<file path="src/rtl/dbg_mem_pkg.sv">
package dbg_mem_pkg;
   localparam int DW = 32;

   typedef enum logic [2:0] {
      OP_MRD  = 3'd0, OP_MWR  = 3'd1, OP_FILL = 3'd2, OP_DUMP = 3'd3,
      OP_CRD  = 3'd4, OP_CWR  = 3'd5, OP_DRD  = 3'd6, OP_DWR  = 3'd7
   } dbg_op_e;

   typedef enum logic [1:0] {CH_NONE = 2'd0, CH_WR = 2'd1, CH_RD = 2'd2} chain_e;
   typedef enum logic [1:0] {ST_IDLE = 2'd0, ST_BUS = 2'd1, ST_REG = 2'd2} xfer_st_e;

   localparam logic [1:0] SZ_BYTE = 2'd0;
   localparam logic [1:0] SZ_WORD = 2'd1;
   localparam logic [1:0] SZ_LONG = 2'd2;

   localparam logic [1:0] RC_OK     = 2'd0;
   localparam logic [1:0] RC_ILLEGAL = 2'd1;
   localparam logic [1:0] RC_NOTRDY = 2'd2;

   function automatic logic [2:0] size_bytes(input logic [1:0] sz);
      case (sz)
         SZ_BYTE: size_bytes = 3'd1;
         SZ_WORD: size_bytes = 3'd2;
         default: size_bytes = 3'd4;
      endcase
   endfunction
endpackage

</file>
<file path="src/rtl/dbg_addr_align.sv">
module dbg_addr_align
   import dbg_mem_pkg::*;
#(
   parameter int AW = 32
) (
   input  logic [AW-1:0] addr_i,
   input  logic [1:0]    size_i,
   output logic [AW-1:0] addr_o
);
   localparam int LOWB = 2;

   generate
      if (AW <= LOWB) begin : g_bad_aw
         $error("dbg_addr_align: AW must exceed %0d", LOWB);
      end
   endgenerate

   always_comb begin
      addr_o = addr_i;
      case (size_i)
         SZ_BYTE: addr_o = addr_i;
         SZ_WORD: addr_o[0] = 1'b0;
         default: addr_o[LOWB-1:0] = '0;
      endcase
   end
endmodule

</file>
<file path="src/rtl/dbg_rsp_format.sv">
module dbg_rsp_format
   import dbg_mem_pkg::*;
#(
   parameter int W = DW
) (
   input  logic [W-1:0] raw_i,
   input  logic [1:0]   size_i,
   output logic [W-1:0] fmt_o
);
   localparam int NB = W / 8;
   logic [2:0] nbytes;

   generate
      if (W % 8 != 0 || NB > 4) begin : g_bad_w
         $error("dbg_rsp_format: W must be 8, 16, 24 or 32");
      end
   endgenerate

   assign nbytes = size_bytes(size_i);

   for (genvar i = 0; i < NB; i++) begin : g_lane
      assign fmt_o[8*i +: 8] = (i < int'(nbytes)) ? raw_i[8*i +: 8] : 8'h00;
   end
endmodule

</file>
<file path="src/rtl/dbg_chain_track.sv">
module dbg_chain_track
   import dbg_mem_pkg::*;
#(
   parameter int AW = 32
) (
   input  logic          clk,
   input  logic          rst_n,
   input  logic          upd_i,
   input  chain_e        kind_i,
   input  logic [AW-1:0] addr_i,
   input  logic [1:0]    size_i,
   output logic          fill_ok_o,
   output logic          dump_ok_o,
   output logic [AW-1:0] next_addr_o,
   output logic [1:0]    last_size_o
);
   chain_e        kind_q;
   logic [AW-1:0] addr_q;
   logic [1:0]    size_q;

   always_ff @(posedge clk or negedge rst_n) begin
      if (!rst_n) begin
         kind_q <= CH_NONE;
         addr_q <= '0;
         size_q <= SZ_BYTE;
      end else if (upd_i) begin
         kind_q <= kind_i;
         addr_q <= addr_i;
         size_q <= size_i;
      end
   end

   assign fill_ok_o   = (kind_q == CH_WR);
   assign dump_ok_o   = (kind_q == CH_RD);
   assign last_size_o = size_q;
   assign next_addr_o = addr_q + AW'(size_bytes(size_q));
endmodule

</file>
<file path="src/rtl/dbg_mem_exec.sv">
module dbg_mem_exec
   import dbg_mem_pkg::*;
#(
   parameter int AW  = 32,
   parameter int RAW = 8
) (
   input  logic           clk,
   input  logic           rst_n,
   input  logic           cmd_valid,
   input  logic [2:0]     cmd_op,
   input  logic [1:0]     cmd_size,
   input  logic [AW-1:0]  cmd_addr,
   input  logic [31:0]    cmd_wdata,
   input  logic           core_halted,
   output logic           cmd_busy,
   output logic           bus_req,
   output logic           bus_we,
   output logic [AW-1:0]  bus_addr,
   output logic [1:0]     bus_size,
   output logic [31:0]    bus_wdata,
   input  logic           bus_ack,
   input  logic [31:0]    bus_rdata,
   output logic           reg_req,
   output logic           reg_we,
   output logic           reg_cpu,
   output logic [RAW-1:0] reg_addr,
   output logic [31:0]    reg_wdata,
   input  logic           reg_ack,
   input  logic [31:0]    reg_rdata,
   output logic           rsp_valid,
   output logic [31:0]    rsp_data,
   output logic [1:0]     rsp_code
);
   generate
      if (RAW < 1 || RAW > AW) begin : g_bad_raw
         $error("dbg_mem_exec: RAW must be within 1..AW");
      end
   endgenerate

   xfer_st_e      st_q;
   logic [AW-1:0] addr_q;
   logic [1:0]    size_q;
   logic          we_q, cpu_q;
   logic [31:0]   wdata_q;

   dbg_op_e       op;
   logic          accept, is_mem, is_cont, is_wr, illegal, notrdy;
   logic [1:0]    norm_size, eff_size;
   logic [AW-1:0] raw_addr, algn_addr, cont_addr;
   logic          fill_ok, dump_ok;
   logic [1:0]    last_size;
   chain_e        new_kind;
   logic [31:0]   fmt_data;

   assign op        = dbg_op_e'(cmd_op);
   assign accept    = cmd_valid && (st_q == ST_IDLE);
   assign norm_size = cmd_size[1] ? SZ_LONG : cmd_size;
   assign is_cont   = (op == OP_FILL) || (op == OP_DUMP);
   assign is_mem    = (op == OP_MRD) || (op == OP_MWR) || is_cont;
   assign is_wr     = (op == OP_MWR) || (op == OP_FILL) || (op == OP_CWR) || (op == OP_DWR);
   assign illegal   = ((op == OP_FILL) && !fill_ok) || ((op == OP_DUMP) && !dump_ok);
   assign notrdy    = ((op == OP_CRD) || (op == OP_CWR)) && !core_halted;
   assign eff_size  = is_cont ? last_size : norm_size;
   assign raw_addr  = is_cont ? cont_addr : cmd_addr;

   always_comb begin
      if (!is_mem || illegal) new_kind = CH_NONE;
      else if (is_wr)         new_kind = CH_WR;
      else                    new_kind = CH_RD;
   end

   dbg_addr_align #(.AW(AW)) u_align (
      .addr_i(raw_addr), .size_i(eff_size), .addr_o(algn_addr)
   );

   dbg_chain_track #(.AW(AW)) u_chain (
      .clk(clk), .rst_n(rst_n), .upd_i(accept), .kind_i(new_kind),
      .addr_i(algn_addr), .size_i(eff_size), .fill_ok_o(fill_ok),
      .dump_ok_o(dump_ok), .next_addr_o(cont_addr), .last_size_o(last_size)
   );

   dbg_rsp_format #(.W(32)) u_fmt (
      .raw_i(bus_rdata), .size_i(size_q), .fmt_o(fmt_data)
   );

   always_ff @(posedge clk or negedge rst_n) begin
      if (!rst_n) begin
         st_q      <= ST_IDLE;
         addr_q    <= '0;
         size_q    <= SZ_BYTE;
         we_q      <= 1'b0;
         cpu_q     <= 1'b0;
         wdata_q   <= '0;
         rsp_valid <= 1'b0;
         rsp_data  <= '0;
         rsp_code  <= RC_OK;
      end else begin
         rsp_valid <= 1'b0;
         case (st_q)
            ST_IDLE: if (accept) begin
               we_q    <= is_wr;
               cpu_q   <= (op == OP_CRD) || (op == OP_CWR);
               wdata_q <= cmd_wdata;
               if (illegal) begin
                  rsp_valid <= 1'b1;
                  rsp_data  <= 32'hFFFF_FFFF;
                  rsp_code  <= RC_ILLEGAL;
               end else if (notrdy) begin
                  rsp_valid <= 1'b1;
                  rsp_data  <= '0;
                  rsp_code  <= RC_NOTRDY;
               end else if (is_mem) begin
                  st_q   <= ST_BUS;
                  addr_q <= algn_addr;
                  size_q <= eff_size;
               end else begin
                  st_q   <= ST_REG;
                  addr_q <= cmd_addr;
                  size_q <= SZ_LONG;
               end
            end
            ST_BUS: if (bus_ack) begin
               st_q      <= ST_IDLE;
               rsp_valid <= 1'b1;
               rsp_data  <= we_q ? 32'h0 : fmt_data;
               rsp_code  <= RC_OK;
            end
            ST_REG: if (reg_ack) begin
               st_q      <= ST_IDLE;
               rsp_valid <= 1'b1;
               rsp_data  <= we_q ? 32'h0 : reg_rdata;
               rsp_code  <= RC_OK;
            end
            default: st_q <= ST_IDLE;
         endcase
      end
   end

   assign cmd_busy  = (st_q != ST_IDLE);
   assign bus_req   = (st_q == ST_BUS);
   assign bus_we    = we_q;
   assign bus_addr  = addr_q;
   assign bus_size  = size_q;
   assign bus_wdata = wdata_q;
   assign reg_req   = (st_q == ST_REG);
   assign reg_we    = we_q;
   assign reg_cpu   = cpu_q;
   assign reg_addr  = addr_q[RAW-1:0];
   assign reg_wdata = wdata_q;
endmodule

</file>
<file path="config.mk">
export PLATFORM = sky130hd
export DESIGN_NAME = dbg_mem_exec
export DESIGN_NICKNAME = d
export VERILOG_FILES = /design/src/rtl/dbg_mem_pkg.sv /design/src/rtl/dbg_addr_align.sv /design/src/rtl/dbg_rsp_format.sv /design/src/rtl/dbg_chain_track.sv /design/src/rtl/dbg_mem_exec.sv
export SDC_FILE = /design/constraint.sdc
export NUM_CORES = 1
export LEC_CHECK = 0
export CORE_MARGIN = 5
export CORE_UTILIZATION = 40
export CTS_CLUSTER_DIAMETER = 50
export DETAILED_ROUTE_END_ITERATION = 16
export GPL_ROUTABILITY_DRIVEN = 0
export PLACE_DENSITY = 0.8
export SYNTH_ARGS = -nofsm -noshare
export SYNTH_HDL_FRONTEND = slang
export SYNTH_SLANG_ARGS = --single-unit
</file>
<file path="constraint.sdc">
create_clock -name clk -period 4.81 [get_ports clk]
set_input_delay 0.962 -clock clk [delete_from_list [all_inputs] [get_ports clk]]
set_output_delay 0.962 -clock clk [all_outputs]
set_load 0.005 [all_outputs]
</file>
==> impl_metrics.tcl, run 1 <==
set metrics [dict create \
    status "complete, no violations" \
    drt_iter0_drc 534 \
    final_cells 1339 \
    grt-ovfl-total 0 \
    synthFlopType "dfrtp_1" \
    rows 50 \
    die_area_um2 22100 \
    fin_crit_ns 3.345 \
    root_buffer "clkbuf_16" \
    power_uw 6864 \
    start_kind "input pin" \
    drcViolationCount 0 \
    dpl_cell_area_um2 10430 \
    hold_viol 0 \
    antenna_found_initial 0 \
    postSynthCellCount 857 \
    drt-total-wl_um 24260 \
    cts.sinks 141 \
    die_x_um 148.7 \
    dp_hpwl_um 17640 \
    dp.cells 1308 \
    final_nets 1215 \
    p_per_area_nw_per_um2 623.3 \
    setup.worst_path.class "in2reg" \
    cts_buffer_depth 2 \
    finalClockSkew_ns 0.006215 \
    cts-resized-gates 0 \
    crit_family "buffers and inverters" \
    finalSetupViolations 0 \
    ant_nets 0 \
    yosysTopAreaCell "dfrtp_1" \
    yosysSeqAreaShare 0.4587 \
    worst_path_largest_cell_delay_ns 0.70 \
    core_area_um2 18830 \
    yosys-top-cells-area "dfrtp_1, nand2_1, o22a_1" \
    postLayoutCellArea_um2 11010 \
    yosysWarnings 0 \
    ys_ff_latch 141 \
    routed_via_density 5.417 \
    drt-wirelength-per-cell_um 18.12 \
    clkLatencyLatePin_ns 0.42 \
    p_leak_uw 0.004619 \
    area_growth_pct 43.17 \
    critPathBufInv 4 \
    clk_pin_slew_ns 0.06 \
    grt_usage 0.2160 \
    drt_pre_antenna_iters 5 \
    period_share 0.6954 \
    final_core_util 0.5849 \
    syn-cell-area_um2 7692 \
    io_buffer_count 285 \
    fp.dieH_um 148.7 \
    post_cts_buffers 0 \
    h-tree-depth 4 \
    cp.arrival_ns 3.69 \
    setup-tns-final_ns 0 \
    peakVddDrop_mv 0.2689 \
    ys_types 63 \
    ioPinCount 286 \
    drive_gt1_frac 0.06024 \
    grt_pass1_vias 7286 \
    diodes 0 \
    grt_pass1_wl_um 38500 \
    fmax_ghz 0.2990 \
    synth_edf_count 0 \
    final_max_slew_viol_count 0 \
    hp-class "reg2reg" \
    cp_common_cell "buf_4" \
    initial_core_util 0.4085 \
    rsz0062_at_grt "no" \
    vias 7253 \
    cp_cell_sequence "clkdlybuf4s50_1 -> nand2b_2 -> buf_4 -> nor3_1 -> inv_1 -> o21ai_2 -> buf_4 -> o22a_1" \
    synth_top_area_frac 0.4587 \
    drv_cap 0 \
    syn-num-nets 1005 \
    tightest_slew_ns 0.9953 \
    syn_area_per_cell_um2 8.976 \
    cts_buffers 17 \
    cts_tree "yes" \
    synth-async-reset-ratio 1.000 \
    crit_path_end_kind "flop" \
    critPathRequiredTime_ns 5.16 \
    slew_headroom 0.3341 \
    grt_max_degree 74 \
    worstPathMaxFanout 57 \
    cts_hold_buf 0 \
    critPathSlowestCell "clkdlybuf4s50_1" \
]
-- worst paths after layout --
path	from	to	cells after the start	slack, ns
setup / recovery	cmd_op[2]	rsp_data[13]$_DFFE_PN0P_	8	1.47
hold / removal	bus_addr[13]$_DFFE_PN0P_	bus_addr[13]$_DFFE_PN0P_	2	0.49
setup reg to reg	u_chain.last_size_o[1]$_DFFE_PN0P_	bus_addr[12]$_DFFE_PN0P_	8	2.06
hold reg to reg	bus_addr[13]$_DFFE_PN0P_	bus_addr[13]$_DFFE_PN0P_	2	0.49
max in group asynchronous	rst_n	rsp_data[27]$_DFFE_PN0P_	2	3.26
min in group asynchronous	rst_n	bus_wdata[30]$_DFFE_PN0P_	1	0.55
-- cell usage after synthesis (2+ instances only) --
cell	instances
nand2_1	164
dfrtp_1	141
nor2_1	79
clkbuf_1	44
buf_4	41
o22a_1	38
a22oi_1	31
a21oi_1	28
o31ai_1	24
o21ai_0	23
nand4_1	20
nand3_1	16
nor3_1	15
buf_2	13
a31oi_1	12
inv_1	11
nor4_1	10
o211ai_1	10
a22o_1	9
and3_1	9
xnor2_1	9
buf_1	8
ha_1	8
mux2i_1	7
a21o_1	6
a31o_2	6
xor2_1	6
a2bb2oi_1	5
nand2b_1	5
o21a_1	5
o22ai_1	4
and2_1	3
and4_1	3
mux2_2	3
o31a_1	3
or3_1	3
a32oi_1	2
and3b_1	2
nor2b_1	2
nor3b_1	2
nor4_4	2
o221ai_1	2
o2bb2ai_1	2
o32a_1	2
-- final cells by class --
cell class / instances / area [um^2]
well taps: 260 / 325.3
clock buffers: 25 / 505.5
clock inverters: 6 / 82.58
inverters: 11 / 41.29
repair buffers: 298 / 2952
multi-input cells: 598 / 3578
fillers: 1661 / 7818
flip-flops and latches: 141 / 3528
-- power breakdown --
group / internal, uW / switching (uW)
registers: 1770 / 551
logic: 1810 / 1410
clock network: 827 / 488
total: 4410 / 2450
-- per-stage QoR --
| stage | setup slack (ns) | hold WS [ns] |
|---|---|---|
| after global placement | 1.142 | 0.4650 |
| after CTS | 1.463 | 0.4913 |
| after detailed placement | 1.029 | 0.4706 |
| final | 1.465 | 0.4875 |
| after floorplan | 2.326 | 0.4563 |
| after global routing | 1.249 | 0.5195 |
-- sequential cells by signal, summed over array words and instances (netlist names), 32 cells and up --
signal,count
bus_addr,32
bus_wdata,32
rsp_data,32
u_chain.addr_q,32
-- per-layer routing --
layer | up-vias | global-route usage | share of wire
met3 | 29 | 0.05332 | 0.075
met1 | 3495 | 0.2726 | 0.42
met5 | - | 0 | 0
met2 | 281 | 0.3680 | 0.49
li1 | 3448 | - | -
met4 | 0 | 0.06328 | 0.015
-- placed cells by master (no fill, tap or decap), drive strengths merged, types with 17 or more instances in the layout --
cell           instances
a21oi                 28
a22oi                 31
clkbuf                25
clkdlybuf4s50        284
dfrtp                141
nand2                164
nand3                 17
nand4                 21
nor2                  79
o21ai                 24
o22a                  38
o31ai                 24
-- logic make-up (layout without fill, tap and decap cells) --
family	after synthesis	count (layout)	synth area share
buffers and inverters	118	340	0.07986
adders and majority gates	9	9	0.01562
muxes	10	10	0.01350
and+or+nand+nor	343	343	0.2036
AOI/OAI and AO/OA	221	221	0.2116
xor gates and xnor gates	15	15	0.01708
DFF	141	141	0.4587
-- worst min-delay path: cells and delay by family (launching register included) --
family / cells / cell delay [ns]
compound gates: 1 / 0.05
flops: 1 / 0.35
simple gates: 1 / 0.05
Power figures use the tool's default switching activity.
==> run 2, diff against run 1 <==
--- a/config.mk
+++ b/config.mk
@@ -10,7 +10,7 @@
 export CTS_CLUSTER_DIAMETER = 50
 export DETAILED_ROUTE_END_ITERATION = 16
 export GPL_ROUTABILITY_DRIVEN = 0
-export PLACE_DENSITY = 0.8
+export PLACE_DENSITY = 0.83
 export SYNTH_ARGS = -nofsm -noshare
 export SYNTH_HDL_FRONTEND = slang
 export SYNTH_SLANG_ARGS = --single-unit
==> constraint.sdc (replaced) <==
create_clock -name clk -period 2.8 [get_ports clk]
set_input_delay 0.56 -clock clk [delete_from_list [all_inputs] [get_ports clk]]
set_output_delay 0.56 -clock clk [all_outputs]
set_load 0.005 [all_outputs]
==> run 2 against run 1 <==
  * Via count rose by 1.4%
  * Setup slack worse by 1.3 ns
  * Die area is the same
  * Combinational power is 74% higher
  * Sequential share of layout area shrank 0.25 points
  * Wire length increased by 1.4%
  * Clock-buffer cell count decreased by 8
  * Utilization up 0.46 points
  * Register-to-register slack got worse by 1.8 ns
  * Clock power rose by 62%
  * Critical endpoint is now reg_req
  * Largest cell class unchanged
==> impl_metrics.tcl, run 2 (same netlist as run 1, synthesis figures left out) <==
set metrics [dict create \
    die_x_um 148.7 \
    antenna_found_initial 1 \
    root_buffer "clkbuf_16" \
    die_area_um2 22100 \
    core_area_um2 18830 \
    area_growth_pct 44.29 \
    drt-total-wl_um 24600 \
    routed_via_density 5.434 \
    start_kind "flop" \
    dpl_cell_area_um2 10540 \
    cp_cell_sequence "inv_1 -> ha_1 -> buf_4 -> clkdlybuf4s50_1" \
    pwr-share-comb 0.476 \
    initial_core_util 0.4085 \
    crit_path_end_kind "output pin" \
    rsz0062_at_grt "no" \
    power.share.clock 0.182 \
    finalClockSkew_ns 0.01071 \
    final_nets 1227 \
    drcViolationCount 0 \
    hold_viol 0 \
    setup.worst_path.class "reg2out" \
    vias 7352 \
    slew_headroom 0.5179 \
    rows 50 \
    status "complete, no violations" \
    clkLatencyLatePin_ns 0.42 \
    cp.arrival_ns 2.07 \
    period_share 0.9385 \
    tightest_slew_ns 0.7227 \
    p_leak_uw 0.004656 \
    grt_pass1_wl_um 38850 \
    postLayoutCellArea_um2 11100 \
    io_buffer_count 285 \
    worstPathMaxFanout 33 \
    cts_tree "yes" \
    most-common-layout-cells "clkdlybuf4s50_1, nand2_1, dfrtp_1" \
    cts-resized-gates 0 \
    drt_pre_antenna_iters 6 \
    peakVddDrop_mv 0.5019 \
    fill_cells 1623 \
    fin_crit_ns 2.628 \
    critPathSlowestCell "clkdlybuf4s50_1" \
    p_per_area_nw_per_um2 1061 \
    fp.dieH_um 148.7 \
    dp_hpwl_um 18300 \
    intPower_uw 7383 \
    clk_pin_slew_ns 0.06 \
    fmax_ghz 0.3805 \
    seqPwrFrac 0.342 \
    drv_cap 0 \
    holdWs_ns 0.07487 \
    grt_usage 0.2169 \
    ant_nets 0 \
    ioPinCount 286 \
    sw_frac_of_total 0.3729 \
    setup-tns-final_ns 0 \
    grt_pass1_vias 7286 \
    grt_max_degree 58 \
    grt-ovfl-total 0 \
    cts_hold_buf 0 \
    layout_commonest_cell "clkdlybuf4s50_1" \
    h-tree-depth 4 \
    cts.sinks 141 \
    post_cts_buffers 0 \
    cts_buffers 17 \
    critPathRequiredTime_ns 2.24 \
    drt_iter0_drc 572 \
    cts_buffer_depth 2 \
    finalSetupViolations 0 \
    final_max_slew_viol_count 0 \
    worst_path_largest_cell_delay_ns 0.57 \
    drive_gt1_frac 0.07326 \
    final_cells 1353 \
    p_sw_uw 4391 \
    dp.cells 1320 \
    drt-wirelength-per-cell_um 18.18 \
    hp-class "in2async" \
]
run 2: cell types whose count changed in the layout (fill, tap and decap cells not counted), sizes merged, moves of 2 or more:
cell and delta:
clkinvlp +3, bufinv -2, buf +12, inv +7, clkbuf -8
run 2: area by class of cell:
type                       instances  area (um^2)  share of cell area
antenna                            1        2.502           0.0002255
clock buffer                      17        425.4             0.03833
clock inverter                    15        131.4             0.01184
inverter                          11        41.29            0.003720
multi-input combinational        598         3566              0.3213
sequential                       141         3528              0.3179
tap                              260        325.3             0.02931
timing repair buffer             310         3079              0.2774
run 2: path summary, 6_finish.rpt:
path / from / to / slack [ns] / cells after the start
setup / recovery: st_q[0]$_DFFE_PN0P_ / reg_req / 0.17 / 4
hold / removal: rst_n / bus_wdata[25]$_DFFE_PN0P_ / 0.07 / 1
setup reg to reg: u_chain.last_size_o[1]$_DFFE_PN0P_ / u_chain.addr_q[16]$_DFFE_PN0P_ / 0.27 / 9
hold reg to reg: bus_addr[10]$_DFFE_PN0P_ / bus_addr[10]$_DFFE_PN0P_ / 0.48 / 2
max in group asynchronous: rst_n / bus_wdata[9]$_DFFE_PN0P_ / 2.04 / 2
min in group clk: bus_addr[10]$_DFFE_PN0P_ / bus_addr[10]$_DFFE_PN0P_ / 0.48 / 2
run 2: per-layer routing:
layer | GRT usage | vias up | wire, um
li1 | - | 3486 | -
met1 | 0.2697 | 3526 | 9820
met2 | 0.3776 | 309 | 12350
met3 | 0.05698 | 31 | 2086
met4 | 0.05173 | 0 | 342
met5 | 0 | - | 0
run 2: per-stage QoR:
stage               setup WS [ns]  power, uW    util
floorplan                  0.5759       6845       -
global placement          0.06834       9502  0.5597
detailed placement       -0.09237       9690  0.5597
CTS                        0.1670      11880  0.5893
global route              0.07100      12570  0.5893
finish                     0.1722      11770  0.5894
run 2: worst max-delay path, delay by kind of cell (launching register included):
family	cells	cell delay (ns)
fa+ha+maj	1	0.20
flops	1	0.42
buf+inv	3	1.02
run 2: power by group through the flow:
stage	Combinational (uW)	Clock (uW)	Sequential, uW
final	5610	2140	4030
after global routing	6110	2280	4180
after CTS	5680	2180	4020
after detailed placement	5650	0	4040
after global placement	5500	0	4000
after floorplan	3070	0	3770
